$ cat src/rtl/pir_pkg.sv
package pir_pkg;
  typedef enum logic [1:0] {
    ROUTE_NONE = 2'b00,
    ROUTE_DRAM = 2'b01,
    ROUTE_APER = 2'b10
  } route_e;

  localparam logic [31:0] LEGACY_LO = 32'h000A_0000;
  localparam logic [31:0] LEGACY_HI = 32'h000F_FFFF;
endpackage

$ cat src/rtl/pir_legacy_window.sv
module pir_legacy_window #(
  parameter int ADDR_W = 32,
  parameter logic [ADDR_W-1:0] LO = 'h000A_0000,
  parameter logic [ADDR_W-1:0] HI = 'h000F_FFFF
) (
  input  logic [ADDR_W-1:0] addr,
  output logic              hit
);
  always_comb hit = (addr >= LO) && (addr <= HI);
endmodule

$ cat src/rtl/pir_aperture_match.sv
module pir_aperture_match #(
  parameter int ADDR_W = 32,
  localparam int LOG_W = $clog2(ADDR_W)
) (
  input  logic [ADDR_W-1:0] addr,
  input  logic [ADDR_W-1:0] base,
  input  logic [LOG_W-1:0]  size_log2,
  output logic              hit,
  output logic [ADDR_W-1:0] offset,
  output logic [ADDR_W-1:0] low_mask
);
  // Ones in every bit below the aperture size exponent.
  function automatic logic [ADDR_W-1:0] size_mask(input logic [LOG_W-1:0] k);
    logic [ADDR_W-1:0] m;
    for (int i = 0; i < ADDR_W; i++) m[i] = (i < int'(k));
    return m;
  endfunction

  always_comb begin
    low_mask = size_mask(size_log2);
    hit      = ((addr ^ base) & ~low_mask) == '0;
    offset   = addr - base;
  end
endmodule

$ cat src/rtl/pir_route_reg.sv
module pir_route_reg #(
  parameter int ADDR_W = 32
) (
  input  logic              clk,
  input  logic              rst_n,
  input  logic              in_valid,
  input  pir_pkg::route_e   in_code,
  input  logic [ADDR_W-1:0] in_addr,
  output logic              out_valid,
  output pir_pkg::route_e   out_code,
  output logic [ADDR_W-1:0] out_addr
);
  always_ff @(posedge clk) begin
    if (!rst_n) begin
      out_valid <= 1'b0;
      out_code  <= pir_pkg::ROUTE_NONE;
      out_addr  <= '0;
    end else begin
      out_valid <= in_valid;
      if (in_valid) begin
        out_code <= in_code;
        out_addr <= in_addr;
      end
    end
  end

  assert_code_legal_R3: assert property (@(posedge clk) disable iff (!rst_n)
    out_code != 2'b11);
  assert_hold_R2: assert property (@(posedge clk) disable iff (!rst_n)
    !in_valid |=> $stable(out_code) && $stable(out_addr));
endmodule

$ cat src/rtl/pci_inbound_router.sv
module pci_inbound_router #(
  parameter int ADDR_W = 32,
  localparam int LOG_W = $clog2(ADDR_W)
) (
  input  logic              clk,
  input  logic              rst_n,
  input  logic              req_valid,
  input  logic [ADDR_W-1:0] req_addr,
  input  logic              req_is_io,
  input  logic [ADDR_W-1:0] tom_addr,
  input  logic [ADDR_W-1:0] ap_base,
  input  logic [LOG_W-1:0]  ap_size_log2,
  input  logic              legacy_open,
  output logic              route_valid,
  output logic [1:0]        route_code,
  output logic [ADDR_W-1:0] route_addr
);
  import pir_pkg::*;

  // Named decode events, visible to the assertions below.
  logic              legacy_hit;
  logic              legacy_block;
  logic              below_tom;
  logic              aper_hit;
  logic [ADDR_W-1:0] aper_off;
  logic [ADDR_W-1:0] aper_mask;
  route_e            next_code;
  logic [ADDR_W-1:0] next_addr;
  route_e            code_q;

  pir_legacy_window #(
    .ADDR_W(ADDR_W),
    .LO    (ADDR_W'(LEGACY_LO)),
    .HI    (ADDR_W'(LEGACY_HI))
  ) u_legacy (
    .addr(req_addr),
    .hit (legacy_hit)
  );

  pir_aperture_match #(.ADDR_W(ADDR_W)) u_aper (
    .addr     (req_addr),
    .base     (ap_base),
    .size_log2(ap_size_log2),
    .hit      (aper_hit),
    .offset   (aper_off),
    .low_mask (aper_mask)
  );

  // Priority: I/O refusal, legacy block, memory, aperture, nothing.
  always_comb begin
    legacy_block = legacy_hit && !legacy_open;
    below_tom    = req_addr < tom_addr;
    next_code    = ROUTE_NONE;
    next_addr    = '0;
    if (req_is_io || legacy_block) begin
      next_code = ROUTE_NONE;
    end else if (below_tom) begin
      next_code = ROUTE_DRAM;
      next_addr = req_addr;
    end else if (aper_hit) begin
      next_code = ROUTE_APER;
      next_addr = aper_off;
    end
  end

  pir_route_reg #(.ADDR_W(ADDR_W)) u_reg (
    .clk      (clk),
    .rst_n    (rst_n),
    .in_valid (req_valid),
    .in_code  (next_code),
    .in_addr  (next_addr),
    .out_valid(route_valid),
    .out_code (code_q),
    .out_addr (route_addr)
  );

  assign route_code = code_q;

  assert_valid_rise_R2: assert property (@(posedge clk) disable iff (!rst_n)
    req_valid |=> route_valid);
  assert_valid_fall_R2: assert property (@(posedge clk) disable iff (!rst_n)
    !req_valid |=> !route_valid);
  assert_dram_addr_R4: assert property (@(posedge clk) disable iff (!rst_n)
    req_valid && !req_is_io && !legacy_block && below_tom
    |=> route_code == ROUTE_DRAM && route_addr == $past(req_addr));
  assert_offset_in_window_R5: assert property (@(posedge clk) disable iff (!rst_n)
    req_valid && aper_hit |-> (aper_off & ~aper_mask) == '0);
  assert_io_refused_R6: assert property (@(posedge clk) disable iff (!rst_n)
    req_valid && req_is_io |=> route_code == ROUTE_NONE && route_addr == '0);
  assert_legacy_kept_out_R7: assert property (@(posedge clk) disable iff (!rst_n)
    req_valid && legacy_hit && !legacy_open |=> route_code == ROUTE_NONE);
  assert_memory_first_R10: assert property (@(posedge clk) disable iff (!rst_n)
    req_valid && !req_is_io && below_tom && aper_hit && !legacy_block
    |=> route_code == ROUTE_DRAM);
endmodule

$ cat config.mk
export PLATFORM = sky130hd
export DESIGN_NAME = pci_inbound_router
export DESIGN_NICKNAME = d
export VERILOG_FILES = /design/src/rtl/pir_pkg.sv /design/src/rtl/pir_legacy_window.sv /design/src/rtl/pir_aperture_match.sv /design/src/rtl/pir_route_reg.sv /design/src/rtl/pci_inbound_router.sv
export SDC_FILE = /design/constraint.sdc
export NUM_CORES = 1
export LEC_CHECK = 0
export ABC_AREA = 1
export BUFFER_PORTS_ARGS = -buffer_cell sky130_fd_sc_hd__buf_4
export CORE_MARGIN = 2
export CORE_UTILIZATION = 50
export DETAILED_ROUTE_END_ITERATION = 10
export GPL_TIMING_DRIVEN = 1
export HOLD_SLACK_MARGIN = 0.08
export PLACE_DENSITY = 0.84
export SLEW_MARGIN = 20
export SYNTH_ARGS = -nofsm -noshare
export SYNTH_HDL_FRONTEND = slang
export SYNTH_SLANG_ARGS = --single-unit
$ cat constraint.sdc
create_clock -name clk -period 1.7 [get_ports clk]
set_input_delay 0.085 -clock clk [delete_from_list [all_inputs] [get_ports clk]]
set_output_delay 0.085 -clock clk [all_outputs]
set_load 0.03 [all_outputs]
==> impl_metrics.tcl <==
set metrics [dict create \
    p_int_uw 2420 \
    crit_arrival_ps 2140 \
    endpoint_kind "flip-flop" \
    tritoncts.num_buffers 5 \
    clkPwrFrac_pct 18.9 \
    h-tree-depth 2 \
    io_pins 141 \
    setup_violations 30 \
    grt_usage_pct 36.7 \
    grt_pass1_wl_um 33000 \
    vias_per_cell 5.64 \
    place_congestion 0.999 \
    cp-start-kind "primary input" \
    ys.warnings.count 0 \
    async_flop_share_pct 0 \
    antenna_found_initial 0 \
    criticalPathCategory "in2reg" \
    power_density_nw_per_um2 488 \
    syn_to_final_growth_pct 65.8 \
    synth.top_cells.by_count "286 x nand2_1, 169 x nor2_1, 140 x inv_1" \
    synth_cell_types 32 \
    outcome "finished with violations" \
    min_path_type "in2reg" \
    synth.most_common_cell "nand2_1" \
    routedWlPerCell_um 18.1 \
    violations "negative setup slack" \
    synth_edf_count 0 \
    power_uw 4240 \
    dp.cells 1333 \
    syn-num-nets 1123 \
    clk_pin_slew_ps 80 \
    synthFlopType "dfxtp_1" \
    fin_crit_sh_pct 113 \
    die_h_um 106 \
    holdPathEnd "u_reg.out_addr[11]$_SDFFE_PN0P_" \
    final_nets 1393 \
    die_area_sq_um 11300 \
    drive_gt1_share_pct 37.7 \
    n_antenna_cell 0 \
    dr.pass1.iters 6 \
    cts-root-buf "clkbuf_8" \
    vdd_ir_drop_max_v 0.000433 \
    gr-total-overflow 0 \
    synth.largest_area_cell "nand2_1" \
    first_iter_violations 801 \
    seqPwrFrac_pct 20.4 \
    swShare_pct 43.0 \
    worstHoldPathCells 5 \
    grt_pass1_vias 6911 \
    start_util_pct 51.2 \
    layout_min_cycle_time_ps 1910 \
    slew_violations 0 \
    reg2reg_slack_ps 880 \
    ant_nets 0 \
    synth_area_leaders "nand2_1 20%, ha_1 15%, dfxtp_1 13%" \
    cts_buffer_depth 2 \
    power.leakage_uw 0.00463 \
    core_area_sq_um 10200 \
    r2r_end "u_reg.out_addr[3]$_SDFFE_PN0P_" \
    grtUsageMet2_pct 62.3 \
    p_sw_uw 1820 \
    max_slew_margin_pct 70.2 \
    synth.cell_area_sq_um 5240 \
    io_buffers 140 \
    synth.top_cell.area_share_pct 20.5 \
    clock_skew_ps 0 \
    clkLatencyLatePin_ps 300 \
    drv_cap 0 \
    totalWireLength_um 24600 \
    rows 37 \
    stdcell_count 1359 \
    synth.avg_cell_area_sq_um 5.50 \
    cts_tree "yes" \
    grt_max_degree 35 \
    r2r_start "u_reg.out_addr[3]$_SDFFE_PN0P_" \
    fillers 643 \
    tightest_slew_ps 447 \
    hp-start "req_addr[11]" \
    fmax_mhz 522 \
    path_max_fanout 5 \
    fin_ws_ps -215 \
    drc 0 \
    grt_busiest_layer "met2" \
    synth_cells 953 \
    grt_util_met1_pct 46.0 \
    cp.required_ps 1920 \
    clock_sinks 35 \
    rsz0062_at_grt "yes" \
    ys_seq_area_share_pct 13.4 \
    hpwl_um 16700 \
    met3_usage_pct 7.79 \
    hold_violations 0 \
    fp.dieW_um 106 \
    vias 7665 \
    r2r_cells 4 \
    p_comb_share_pct 60.8 \
    synth-seq-cells 35 \
]
==> power by group through the flow <==
| stage | registers (uW) | clock network (uW) | logic (uW) |
|---|---|---|---|
| detailed placement | 882 | 0 | 2020 |
| CTS | 863 | 797 | 2070 |
| floorplan | 935 | 0 | 1000 |
| global placement | 881 | 0 | 2000 |
| finish | 865 | 800 | 2580 |
| global route | 867 | 823 | 2740 |
==> critical path, cell delays in order <==
cell and delay (ps):
buf_4 100, inv_1 50, ha_2 300, nand2_1 130, inv_1 80, a21oi_1 190
nand3_1 160, nand2_1 110, nand2_2 90, buf_4 140, nand2_1 70, nand2_1 100
nand2_1 110, nand2_1 100, nor2_2 140, nor2_2 50, nor2_1 120
==> registers in the layout (all words and copies together), names as in the netlist <==
| signal | flops |
|---|---|
| u_reg.out_addr | 32 |
| u_reg.out_valid | 1 |
| u_reg.out_code | 2 |
==> cell families (layout without fill, tap and decap cells) <==
group / count (synthesis) / in the layout / synth area share [%]
buffers and inverters: 171 / 441 / 12.8
and+or+nand+nor: 564 / 564 / 44.4
xor gates and xnor gates: 20 / 20 / 3.34
DFF: 35 / 35 / 13.4
AOI/OAI and AO/OA: 99 / 99 / 10.6
adders and majority gates: 64 / 64 / 15.4
==> cell usage in the layout, fill, tap and decap left out, types with 20 or more instances in the layout <==
cell type,netlist,layout
buf_4,1,259
a21oi_1,56,36
ha_4,0,30
nor2_2,1,31
inv_1,140,130
ha_1,63,29
nor2_1,169,123
dfxtp_1,35,35
nand2_2,4,20
nand4_1,41,41
nand3_1,46,40
nand2_1,286,261
==> final cells by class <==
class | count | area (sq um) | share of cell area (%)
repair buffers | 286 | 2360 | 27.2
well taps | 136 | 170 | 1.96
clock buffers | 5 | 68.8 | 0.792
inverters | 148 | 558 | 6.42
multi-input cells | 747 | 4790 | 55.1
clock inverters | 2 | 37.5 | 0.432
flip-flops and latches | 35 | 701 | 8.06
==> through the flow <==
stage | setup slack, ps | TNS [ps] | hold WS, ps | util, % | instance area (sq um)
after global routing | -315 | -3020 | 192 | 84.9 | 8690
after floorplan | 8.54 | 0 | 178 | - | 5250
final | -215 | -2270 | 165 | 84.9 | 8690
after global placement | -640 | -19580 | 292 | 72.0 | 7370
after CTS | -54.9 | -109 | 159 | 75.0 | 7670
after detailed placement | -638 | -19470 | 289 | 72.0 | 7370
==> metal layers <==
layer / up-vias / wire [um]
li1: 3559 / -
met1: 3466 / 9180
met2: 513 / 11400
met3: 127 / 2690
met4: 0 / 1340
met5: - / 0
==> worst max path at each step <==
stage / startpoint / endpoint / slack, ps / cells past startpoint
floorplan: req_addr[0] / u_reg.out_addr[16]$_SDFFE_PN0P_ / 9 / 12
global placement: req_addr[22] / u_reg.out_addr[10]$_SDFFE_PN0P_ / -640 / 14
detailed placement: req_addr[22] / u_reg.out_addr[12]$_SDFFE_PN0P_ / -640 / 14
CTS: req_addr[21] / u_reg.out_addr[24]$_SDFFE_PN0P_ / -50 / 14
global route: ap_base[8] / u_reg.out_addr[21]$_SDFFE_PN0P_ / -320 / 17
finish: ap_base[8] / u_reg.out_addr[21]$_SDFFE_PN0P_ / -210 / 17
==> what timing repair did <==
action                                  CTS  global route
endpoints found under the setup margin   34            34
cloned                                    1             3
setup buffers                             4             9
pin swaps                                23            52
resized for setup                        29           194
hold endpoints to repair                  1             0
hold buffers                              2             0
Power figures use the tool's default switching activity.
